[src/rtl/eirq_pkg.sv]
package eirq_pkg;
  typedef enum logic [1:0] {
    SENSE_LOW  = 2'b00,
    SENSE_FALL = 2'b01,
    SENSE_RISE = 2'b10,
    SENSE_BOTH = 2'b11
  } sense_e;

  localparam int ADDR_SENSE = 0;
  localparam int ADDR_CTRL  = 1;
  localparam int ADDR_PRIO  = 2;
  localparam int ADDR_FLAG  = 3;
endpackage

[src/rtl/eirq_sync.sv]
module eirq_sync #(
  parameter int          W       = 1,
  parameter logic        RST_VAL = 1'b1
) (
  input  logic         clk_i,
  input  logic         rst_ni,
  input  logic [W-1:0] d_i,
  output logic [W-1:0] q_o
);
  logic [W-1:0] s1_q, s2_q;

  always_ff @(posedge clk_i or negedge rst_ni) begin
    if (!rst_ni) begin
      s1_q <= {W{RST_VAL}};
      s2_q <= {W{RST_VAL}};
    end else begin
      s1_q <= d_i;
      s2_q <= s1_q;
    end
  end

  assign q_o = s2_q;
endmodule

[src/rtl/eirq_detect.sv]
module eirq_detect
  import eirq_pkg::*;
(
  input  logic   clk_i,
  input  logic   rst_ni,
  input  logic   pin_i,
  input  sense_e mode_i,
  output logic   hit_o
);
  logic prev_q;

  always_ff @(posedge clk_i or negedge rst_ni) begin
    if (!rst_ni) prev_q <= 1'b1;
    else         prev_q <= pin_i;
  end

  always_comb begin
    unique case (mode_i)
      SENSE_LOW:  hit_o = ~pin_i;
      SENSE_FALL: hit_o = prev_q & ~pin_i;
      SENSE_RISE: hit_o = ~prev_q & pin_i;
      default:    hit_o = prev_q ^ pin_i;
    endcase
  end
endmodule

[src/rtl/eirq_arb.sv]
module eirq_arb #(
  parameter int N        = 8,
  parameter int PW       = 2,
  parameter int VW       = 8,
  parameter int NMI_VEC  = 7,
  parameter int VEC_BASE = 16
) (
  input  logic          clk_i,
  input  logic          rst_ni,
  input  logic          nmi_pend_i,
  input  logic [N-1:0]  cand_i,
  input  logic [N*PW-1:0] prio_i,
  input  logic          ack_i,
  output logic          req_o,
  output logic [VW-1:0] vec_o,
  output logic          nmi_ack_o
);
  logic          found;
  int            best_idx;
  logic [PW-1:0] best_p;
  logic          req_q, is_nmi_q;
  logic [VW-1:0] vec_q;

  // strict compare keeps the lower index on equal levels
  always_comb begin
    found    = 1'b0;
    best_idx = 0;
    best_p   = '0;
    for (int i = 0; i < N; i++) begin
      if (cand_i[i] && (!found || prio_i[i*PW +: PW] > best_p)) begin
        found    = 1'b1;
        best_idx = i;
        best_p   = prio_i[i*PW +: PW];
      end
    end
  end

  always_ff @(posedge clk_i or negedge rst_ni) begin
    if (!rst_ni) begin
      req_q    <= 1'b0;
      is_nmi_q <= 1'b0;
      vec_q    <= '0;
    end else if (req_q) begin
      if (ack_i) begin
        req_q    <= 1'b0;
        is_nmi_q <= 1'b0;
      end
    end else if (nmi_pend_i) begin
      req_q    <= 1'b1;
      is_nmi_q <= 1'b1;
      vec_q    <= VW'(NMI_VEC);
    end else if (found) begin
      req_q    <= 1'b1;
      vec_q    <= VW'(VEC_BASE + best_idx);
    end
  end

  assign req_o     = req_q;
  assign vec_o     = vec_q;
  assign nmi_ack_o = req_q & ack_i & is_nmi_q;
endmodule

[src/rtl/ext_irq_ctrl.sv]
module ext_irq_ctrl
  import eirq_pkg::*;
#(
  parameter int N_IRQ    = 8,
  parameter int PRIO_W   = 2,
  parameter int VEC_W    = 8,
  parameter int DATA_W   = 16,
  parameter int ADDR_W   = 2,
  parameter int NMI_VEC  = 7,
  parameter int VEC_BASE = 16,
  parameter int WAKE_LO  = 3
) (
  input  logic              clk_i,
  input  logic              rst_ni,
  input  logic              nmi_i,
  input  logic [N_IRQ-1:0]  irq_i,
  input  logic              reg_we_i,
  input  logic [ADDR_W-1:0] reg_addr_i,
  input  logic [DATA_W-1:0] reg_wdata_i,
  output logic [DATA_W-1:0] reg_rdata_o,
  output logic              req_o,
  input  logic              ack_i,
  output logic [VEC_W-1:0]  vec_o,
  output logic              wake_o
);
  localparam int SW       = 2 * N_IRQ;
  localparam int PWALL    = PRIO_W * N_IRQ;
  localparam int BIT_NRISE = N_IRQ;
  localparam int BIT_WSEL  = N_IRQ + 1;

  logic [SW-1:0]    sense_q;
  logic [N_IRQ-1:0] en_q, flag_q, hit, clr, wake_mask;
  logic [PWALL-1:0] prio_q;
  logic             nmi_rise_q, wake_sel_q, nmi_pend_q;
  logic             nmi_s, nmi_hit, nmi_ack;
  logic [N_IRQ-1:0] irq_s;

  wire wr_sense = reg_we_i && reg_addr_i == ADDR_W'(ADDR_SENSE);
  wire wr_ctrl  = reg_we_i && reg_addr_i == ADDR_W'(ADDR_CTRL);
  wire wr_prio  = reg_we_i && reg_addr_i == ADDR_W'(ADDR_PRIO);
  wire wr_flag  = reg_we_i && reg_addr_i == ADDR_W'(ADDR_FLAG);

  eirq_sync #(.W(N_IRQ + 1), .RST_VAL(1'b1)) u_sync (
    .clk_i(clk_i), .rst_ni(rst_ni),
    .d_i({nmi_i, irq_i}), .q_o({nmi_s, irq_s})
  );

  for (genvar n = 0; n < N_IRQ; n++) begin : g_line
    eirq_detect u_det (
      .clk_i(clk_i), .rst_ni(rst_ni), .pin_i(irq_s[n]),
      .mode_i(sense_e'(sense_q[2*n +: 2])), .hit_o(hit[n])
    );
    assign wake_mask[n] = (n < WAKE_LO) ? 1'b1 : wake_sel_q;
  end

  eirq_detect u_nmi_det (
    .clk_i(clk_i), .rst_ni(rst_ni), .pin_i(nmi_s),
    .mode_i(nmi_rise_q ? SENSE_RISE : SENSE_FALL), .hit_o(nmi_hit)
  );

  assign clr = wr_flag ? ~reg_wdata_i[N_IRQ-1:0] : '0;

  always_ff @(posedge clk_i or negedge rst_ni) begin
    if (!rst_ni) begin
      sense_q    <= '0;
      en_q       <= '0;
      prio_q     <= '0;
      nmi_rise_q <= 1'b0;
      wake_sel_q <= 1'b0;
      flag_q     <= '0;
      nmi_pend_q <= 1'b0;
    end else begin
      if (wr_sense) sense_q <= reg_wdata_i[SW-1:0];
      if (wr_prio)  prio_q  <= reg_wdata_i[PWALL-1:0];
      if (wr_ctrl) begin
        en_q       <= reg_wdata_i[N_IRQ-1:0];
        nmi_rise_q <= reg_wdata_i[BIT_NRISE];
        wake_sel_q <= reg_wdata_i[BIT_WSEL];
      end
      // detection wins over a clear in the same cycle
      flag_q     <= (flag_q & ~clr) | hit;
      nmi_pend_q <= (nmi_pend_q & ~nmi_ack) | nmi_hit;
    end
  end

  always_comb begin
    reg_rdata_o = '0;
    unique case (reg_addr_i)
      ADDR_W'(ADDR_SENSE): reg_rdata_o[SW-1:0] = sense_q;
      ADDR_W'(ADDR_CTRL): begin
        reg_rdata_o[N_IRQ-1:0] = en_q;
        reg_rdata_o[BIT_NRISE] = nmi_rise_q;
        reg_rdata_o[BIT_WSEL]  = wake_sel_q;
      end
      ADDR_W'(ADDR_PRIO): reg_rdata_o[PWALL-1:0] = prio_q;
      default:            reg_rdata_o[N_IRQ-1:0] = flag_q;
    endcase
  end

  eirq_arb #(
    .N(N_IRQ), .PW(PRIO_W), .VW(VEC_W), .NMI_VEC(NMI_VEC), .VEC_BASE(VEC_BASE)
  ) u_arb (
    .clk_i(clk_i), .rst_ni(rst_ni), .nmi_pend_i(nmi_pend_q),
    .cand_i(flag_q & en_q), .prio_i(prio_q), .ack_i(ack_i),
    .req_o(req_o), .vec_o(vec_o), .nmi_ack_o(nmi_ack)
  );

  assign wake_o = nmi_pend_q | (|(flag_q & en_q & wake_mask));
endmodule

[config.mk]
export PLATFORM = sky130hd
export DESIGN_NAME = ext_irq_ctrl
export DESIGN_NICKNAME = d
export VERILOG_FILES = /design/src/rtl/eirq_pkg.sv /design/src/rtl/eirq_sync.sv /design/src/rtl/eirq_detect.sv /design/src/rtl/eirq_arb.sv /design/src/rtl/ext_irq_ctrl.sv
export SDC_FILE = /design/constraint.sdc
export NUM_CORES = 1
export LEC_CHECK = 0
export BUFFER_PORTS_ARGS = -buffer_cell sky130_fd_sc_hd__buf_2
export CORE_UTILIZATION = 50
export DETAILED_ROUTE_END_ITERATION = 6
export PLACE_DENSITY = 0.71
export SLEW_MARGIN = 20
export SYNTH_ARGS = -nofsm -noshare
export SYNTH_HDL_FRONTEND = slang
export SYNTH_SLANG_ARGS = --single-unit
[constraint.sdc]
create_clock -name clk_i -period 23.8 [get_ports clk_i]
set_input_delay 4.76 -clock clk_i [delete_from_list [all_inputs] [get_ports clk_i]]
set_output_delay 4.76 -clock clk_i [all_outputs]
set_load 0.02 [all_outputs]
# Word level (Yosys, flattened, before mapping)
# Cells that the tools add are included.
[totals]
out_inout_bits = 26
input_bits = 31
elab_cells = 194
ram_bits = 0
mem_bits_ro = 0
mem_count = 0
latch_bits = 0
register_bits = 88
[op_classes]
reduce_logical = 40
div = 0
mul = 0
n_addsub = 1
order_cmp = 7
eq_ne = 22
bitwise_logic = 58
shifts = 0
n_mux = 45
[ops]
columns = ["operator", "count"]
rows = [
  ["$pmux 1 s3", 9],
  ["$and 8x8->8", 3],
  ["$mux 8", 3],
  ["$pmux 8 s3", 1],
  ["$eq 2x2->1 const B", 11],
  ["$and 1x1->1", 21],
  ["$eq 2x1->1 const B", 10],
  ["$logic_not 2->1", 10],
  ["$mux 2", 10],
  ["$not 1->1", 20],
  ["$mux 1", 16],
  ["$not 8->8", 2],
  ["$gt 2x2->1", 7],
  ["$mux 3", 4],
  ["$pmux 6 s2", 1],
  ["$logic_and 1x1->1", 11],
  ["$xor 1x1->1", 9],
  ["$or 8x8->8", 1],
  ["$reduce_or 8->1", 1],
  ["$logic_not 1->1", 7],
  ["$logic_or 1x1->1", 7],
  ["$add 5x3->6 const A", 1],
  ["$pmux 2 s3", 1],
  ["$reduce_and 2->1", 2],
  ["3 further kinds", 5],
]

# Logic depth before layout (Yosys ltp)
# Gate-level depths: netlist of the first run.
[logic_depth]
depth_word = 33
mapped_depth = 45
ltp_nobuf = 45

# Hierarchy
# Synthesis of the first run repeated with hierarchy kept, for this count alone.
[hier_totals]
hier_cells = 366
hier_area_um2 = 4534.3
[modules_own_cells]
columns = ["mod", "area_per_inst_um2", "cells_per_inst", "seq_area_each_um2", "n_inst"]
rows = [
  ["ext_irq_ctrl", 2323.5, 162, 1276.2, 1],
  ["eirq_arb", 972.2, 123, 150.1, 1],
  ["eirq_detect", 85.1, 7, 26.3, 9],
  ["eirq_sync", 473.0, 18, 473.0, 1],
]

# Worst setup path before layout of the first run
# OpenSTA, ideal clock, no wires.
[synth_timing]
path_kind = "input-to-output"
from = "in reg_addr_i[1]"
to = "out reg_rdata_o[2]"
path_buffers = 2
required_ns = 19.040
path_stages = 3
t_arrival_ns = 5.978
setup_slack_ns = 13.062
cell_sequence = "clkbuf_1 clkbuf_1 mux4_2"
[synth_via]
elab_chain_len = 2
word_cells_on_any_way = 4
cone_classes = "eq/ne: 2; mux: 1; reduce/logical: 1"
[synth_rtl]
columns = ["item", "line", "text"]
rows = [
  ["from (decl)", "ext_irq_ctrl.sv:18", "input logic [ADDR_W-1:0] reg_addr_i,"],
  ["$eq 2x2->1 (tied with other cells)", "ext_irq_ctrl.sv:88", "unique case (reg_addr_i)"],
  ["$pmux 8 s3 (*)", "ext_irq_ctrl.sv:88", ""],
  ["to (decl)", "ext_irq_ctrl.sv:20", "output logic [DATA_W-1:0] reg_rdata_o,"],
]
# Mark *: on every way between the ends. The rest lies on a longest branch, timed or not.

# Worst setup path in the final report of the first run
[layout_timing]
from = "in reg_addr_i[1]"
to = "out reg_rdata_o[5]"
# Same word-level chain as after synthesis.

==> impl_metrics.csv, run 1 <==
group,metric,value,unit
run_status,outcome,"complete, no violations",
finish,area_growth,13.6,%
pwr,peakVddDrop,0.0419,mV
finish,fin_nets,482,
timing,setup_ws,13.07,ns
placed_design,pre_cts_ws,13.07,ns
cts,ctsResizeCount,0,
logic_synthesis,syn-cell-area,0.00428,mm²
timing,fin_skew,0.0122,ns
pwr,pwr-share-seq,42.2,%
logic_synthesis,ys_warn_count,0,
placed_design,post_dp_cell_area,0.00464,mm²
logic_synthesis,synth_cells,369,
grt,antenna_found_initial,0,
timing,finalHoldViolCount,0,
cts,cts_sinks,84,
logic_synthesis,syn_area_per_cell,11.6,µm²
logic_synthesis,seq_area_frac_synth,49.9,%
logic_synthesis,synth-seq-cells,84,
cts,cts.path.max_buffers,2,
flow_run,max-cap-violations,0,
finish,antenna_cells,0,
worst_setup_path,critPathMaxFanout,20,
logic_synthesis,synth_area_leader_cell,"dfrtp_1",
placed_design,dp_cells,519,
detailed_routing,drcViolationCount,0,
grt,gr-total-overflow,0,
pwr,intPower,0.295,mW
finish,final-seq-area,0.00214,mm²
logic_synthesis,synthTopCellsByCount,"dfrtp_1, mux2_2, nor2_1",
grt,grt_use_total,22.0,%
placed_design,gp_congestion,0.898,
detailed_routing,ant_nets,0,
cts,path_clk_slew,0.08,ns
timing,fin_tns_setup,0,ns
cts,cts_setup_buffers,0,
timing,tightest_slew,0.850,ns
timing,fmax,0.0932,GHz
die,ios,57,
detailed_routing,drt_first_pass_iters,4,
timing,finalMaxSlewViolations,0,
worst_setup_path,slowest_delay,0.58,ns
pwr,powerDensity,92.8,mW/mm²
finish,postLayoutCoreUtil,58.9,%
worst_setup_path,crit_chain,"buf_2 -> mux4_2 -> buf_2",
die,die_w,94.5,µm
die,core-area,0.00826,mm²
detailed_routing,routedWlPerCell,16.6,µm
placed_design,port_buffers,52,
finish,n_fill_cell,680,
placed_design,dp_hpwl,6350,µm
pwr,p_sw_share,34.6,%
finish,stdcell_area,0.00486,mm²
cts,clockRootBuffer,"clkbuf_8",
die,die-area,0.00893,mm²
logic_synthesis,synth.most_common_cell,"dfrtp_1",
timing,rsz0062_at_grt,"no",
logic_synthesis,postSynth.asyncResetShare,100,%
timing,setup_viol,0,
logic_synthesis,ys_types,44,
pwr,clockPowerShare,24.8,%
cts,hold_buffers,0,
logic_synthesis,synth_edf_count,0,
worst_setup_path,required,19.04,ns
grt,grt_max_degree,85,
worst_setup_path,cp_data_arrival_time,5.97,ns
pwr,leakage,2.20,nW
die,rows,33,
detailed_routing,routed_via_density,5.75,
worst_setup_path,crit_path_end_kind,"output port",
timing,post-route-period-util,45.1,%
timing,slew_headroom,43.2,%
cts,cts_made_buffers,9,
worst_setup_path,startpoint_type,"primary input",
die,die_y,94.5,µm
detailed_routing,dr_total_vias,3076,
min_path,hold_class,"reg -> reg",
detailed_routing,drt_wl_total,8870,µm
worst_setup_path,cp_slowest_cell,"mux4_2",
finish,drive_gt1_share,35.1,%
pwr,p_comb_share,33.0,%
timing,fin_crit,10.73,ns
logic_synthesis,yosysTopAreaCellShare,33.3,%
worst_setup_path,cp_common_cell,"buf_2",
logic_synthesis,synth_ff_type,"dfrtp_1",
cts,cts_tree,"built",
finish,multiInputGateArea,0.00200,mm²
cts,cts_max_level,3,
detailed_routing,detail_route.iter0.violations,200,
die,start_util,51.8,%
finish,fin_cells,535,
worst_setup_path,worstSetupPathType,"in -> out",
grt,grt_pass1_vias,3059,
logic_synthesis,synthTopCellsByArea,"dfrtp_1, dfstp_2, mux2_2",
grt,grt_first_pass_wirelength,14600,µm
cts,worstSkewPairLatency,0.36,ns
pwr,netSwitchingPower,0.156,mW
==> critical path: cells and delay by family <==
kind | cells | cell delay [ns]
buffers and inverters | 2 | 0.61
muxes | 1 | 0.58
==> sequential cells by signal, summed over array words and instances (netlist names), 4 cells and up <==
name,flops
prio_q,16
g_line.u_det.prev_q,8
u_sync.q_o,9
flag_q,8
sense_q,16
en_q,8
u_sync.s1_q,9
u_arb.vec_o,4
==> logic make-up (layout without fill, tap and decap cells) <==
family          count (synthesis)  in the layout  share of synthesized area, %
flops                          84             84                          49.9
simple gates                   80             80                          8.36
compound gates                 76             76                          11.9
mux                            63             63                          18.3
buf+inv                        39             97                          3.80
fa+ha+maj                      26             26                          7.60
other cells                     1              4                        0.0876
==> path summary, 6_finish.rpt <==
path,startpoint,end,slack [ns],cells after the start
max in group asynchronous,rst_ni,prio_q[15]$_DFFE_PN0P_,18.84,1
worst max register to register,flag_q[0]$_DFF_PN0_,u_arb.vec_o[2]$_DFFE_PN0P_,14.81,40
worst min register to register,u_sync.s1_q[0]$_DFF_PN1_,u_sync.q_o[0]$_DFF_PN1_,0.35,0
worst min-delay path,u_sync.s1_q[0]$_DFF_PN1_,u_sync.q_o[0]$_DFF_PN1_,0.35,0
worst max-delay path,reg_addr_i[1],reg_rdata_o[5],13.07,3
min in group asynchronous,rst_ni,prio_q[1]$_DFFE_PN0P_,4.45,1
==> power groups by stage <==
stage	Combinational [mW]	Sequential, mW	Clock [mW]
finish	0.149	0.190	0.112
global route	0.166	0.194	0.120
CTS	0.148	0.190	0.115
detailed placement	0.147	0.192	0
global placement	0.142	0.192	0
floorplan	0.109	0.188	0
==> final cells by class <==
class | count | area share, %
Inverter | 28 | 2.16
Tap cell | 105 | 2.70
Timing Repair Buffer | 53 | 5.64
Multi-Input combinational cell | 249 | 41.1
Sequential cell | 84 | 43.9
Clock buffer | 12 | 2.99
Clock inverter | 4 | 1.52
==> per-stage QoR <==
stage | hold slack, ns | power, mW
floorplan | 0.345 | 0.297
global placement | 0.345 | 0.333
detailed placement | 0.347 | 0.339
CTS | 0.358 | 0.453
global route | 0.361 | 0.481
finish | 0.353 | 0.451
==> cell usage in the layout, fill, tap and decap left out, types with 3 or more instances in the layout <==
cell type and n:
dfrtp_1 57, clkbuf_8 10, nand3_1 7, a31oi_1 3, nor2b_1 3, mux2i_1 12
buf_2 51, mux4_2 8, a21oi_1 19, o21ai_0 16, conb_1 4, o211ai_1 17
dfstp_2 27, inv_1 28, nand2_1 27, ha_1 26, nor2_1 30, mux2_2 43
nand4_1 3
==> routing by layer <==
metal  global-route usage [%]  vias to the layer above  share of wire (%)
met1                     28.5                     1539                 46
met4                     8.08                        0                1.6
li1                         -                     1438                  -
met2                     36.1                       84                 47
met5                        0                        -                  0
met3                     5.15                       15                5.0
Note: power is estimated with default switching activity, not from simulation.
==> inputs of run 2 (changes only) <==
==> constraint.sdc (replaced) <==
create_clock -name clk_i -period 10.68 [get_ports clk_i]
set_input_delay 2.136 -clock clk_i [delete_from_list [all_inputs] [get_ports clk_i]]
set_output_delay 2.136 -clock clk_i [all_outputs]
set_load 0.02 [all_outputs]
==> run 2 against run 1 <==
  * Sequential share of layout area is 0.057 points higher
  * Global-route usage increased by 0.75 points
  * Clock-buffer cell count fell by 3
  * Non-clock buffer count is 1 lower
  * Die area unchanged
  * Cell count fell by 0.37%
  * Combinational power grew 120%
  * Highest routed layer unchanged
==> impl_metrics.csv, run 2 (same netlist as run 1, synthesis figures left out) <==
group,metric,value,unit
cts,cts_setup_buffers,0,
timing,setup_ws,1.94,ns
finish,reg_top3,"prio_q x16, sense_q x16",
die,die-area,0.00893,mm²
cts,hold_buffers,0,
placed_design,port_buffers,52,
finish,drive_gt1_share,35.3,%
detailed_routing,drt_first_pass_iters,6,
cts,cts.path.max_buffers,2,
grt,gr-total-overflow,0,
grt,grt_use_total,22.7,%
timing,rsz0062_at_grt,"no",
timing,fin_skew,0.00756,ns
cts,cts_made_buffers,9,
detailed_routing,routed_via_density,5.74,
detailed_routing,detail_route.iter0.violations,97,
die,start_util,51.8,%
detailed_routing,drt_wl_total,9360,µm
placed_design,gp_congestion,0.846,
cts,ctsResizeCount,0,
finish,area_growth,13.5,%
cts,worstSkewPairLatency,0.36,ns
timing,fmax,0.114,GHz
cts,cts_tree,"built",
placed_design,dp_hpwl,6630,µm
timing,fin_crit,8.74,ns
min_path,hold_class,"reg -> reg",
die,die_y,94.5,µm
timing,post-route-period-util,81.8,%
pwr,peakVddDrop,0.0799,mV
detailed_routing,drcViolationCount,0,
timing,slew_headroom,32.6,%
finish,antenna_cells,0,
pwr,leakage,2.20,nW
worst_setup_path,startpoint_type,"flip-flop",
worst_setup_path,cp_common_cell,"ha_1",
cts,path_clk_slew,0.08,ns
cts,cts_max_level,3,
placed_design,pre_cts_ws,2.04,ns
worst_setup_path,rrSetupSlack,1.94,ns
grt,grt_pass1_vias,3103,
cts,cts_sinks,84,
die,rows,33,
die,die_w,94.5,µm
run_status,outcome,"complete, no violations",
finish,layout_commonest_cell,"dfrtp_1",
timing,setup_viol,0,
finish,postLayoutCoreUtil,58.8,%
worst_setup_path,worstSetupPathType,"reg -> reg",
pwr,p_total,0.998,mW
cts,clockRootBuffer,"clkbuf_8",
detailed_routing,dr_total_vias,3057,
flow_run,max-cap-violations,0,
worst_setup_path,cp_data_arrival_time,8.96,ns
grt,grt_first_pass_wirelength,15100,µm
worst_setup_path,crit_path_end_kind,"flip-flop",
finish,fin_nets,481,
worst_setup_path,critPathMaxFanout,7,
timing,finalHoldViolCount,0,
finish,final_cell_mix,"dfrtp_1, buf_2, mux2_2",
worst_setup_path,slowest_delay,0.52,ns
grt,grt_max_degree,85,
worst_setup_path,required,10.90,ns
worst_setup_path,cp_slowest_cell,"a211oi_1",
die,core-area,0.00826,mm²
pwr,powerDensity,206,mW/mm²
timing,fin_hold_ws,0.354,ns
timing,finalMaxSlewViolations,0,
detailed_routing,routedWlPerCell,17.6,µm
grt,antenna_found_initial,0,
timing,tightest_slew,1.01,ns
die,ios,57,
detailed_routing,ant_nets,0,
timing,fin_tns_setup,0,ns
==> run 2: cell types whose count changed in the layout (fill, tap and decap cells not counted) <==
cell,previous run,this run
clkinvlp_4,0,1
buf_4,1,0
clkinv_4,1,2
nor3b_2,1,0
clkbuf_8,10,9
nor3b_4,0,1
clkbuf_1,2,0
==> run 2: worst max-delay path, delay by kind of cell (launching register included) <==
kind	cells	cell delay [ns]
multiplexers	2	0.70
AND/OR/NAND/NOR	14	2.21
adder cells (fa/ha/maj)	7	1.92
AO/OA/AOI/OAI	17	3.22
flip-flops	1	0.46
buffers and inverters	1	0.08
==> run 2: metal layers <==
| metal | GRT usage, % | vias to the layer above | part of all wire [%] |
|---|---|---|---|
| li1 | - | 1435 | - |
| met1 | 28.7 | 1529 | 45 |
| met2 | 39.2 | 80 | 49 |
| met3 | 4.59 | 13 | 4.1 |
| met4 | 7.32 | 0 | 1.6 |
| met5 | 0 | - | 0 |
==> run 2: cell type report <==
type	count	area, µm²
clock inverter	6	90.1
clock buffer	9	124
inverter	28	105
timing repair buffer	52	267
multi-input combinational	249	2000
fill	719	3400
sequential	84	2140
tap	105	131
==> run 2: final timing paths <==
path	start	cells after the start	to
setup / recovery	en_q[0]$_DFFE_PN0P_	41	u_arb.vec_o[2]$_DFFE_PN0P_
hold / removal	u_sync.s1_q[2]$_DFF_PN1_	0	u_sync.q_o[2]$_DFF_PN1_
setup reg to reg	en_q[0]$_DFFE_PN0P_	41	u_arb.vec_o[2]$_DFFE_PN0P_
hold reg to reg	u_sync.s1_q[2]$_DFF_PN1_	0	u_sync.q_o[2]$_DFF_PN1_
max in group asynchronous	rst_ni	1	sense_q[5]$_DFFE_PN0P_
min in group asynchronous	rst_ni	1	prio_q[1]$_DFFE_PN0P_
==> run 2: report_power, final <==
part / total [mW] / leakage, nW / internal (mW) / switching, mW
Clock: 0.245 / 0.105 / 0.131 / 0.114
Combinational: 0.329 / 1.16 / 0.148 / 0.182
Sequential: 0.424 / 0.931 / 0.370 / 0.0542
Total: 0.998 / 2.20 / 0.649 / 0.350
==> run 2: metrics by stage <==
step / cell area, µm² / std cells
global route: 4860 / 533
detailed placement: 4640 / 518
finish: 4860 / 533
CTS: 4850 / 533
global placement: 4640 / 518
floorplan: 4290 / 372
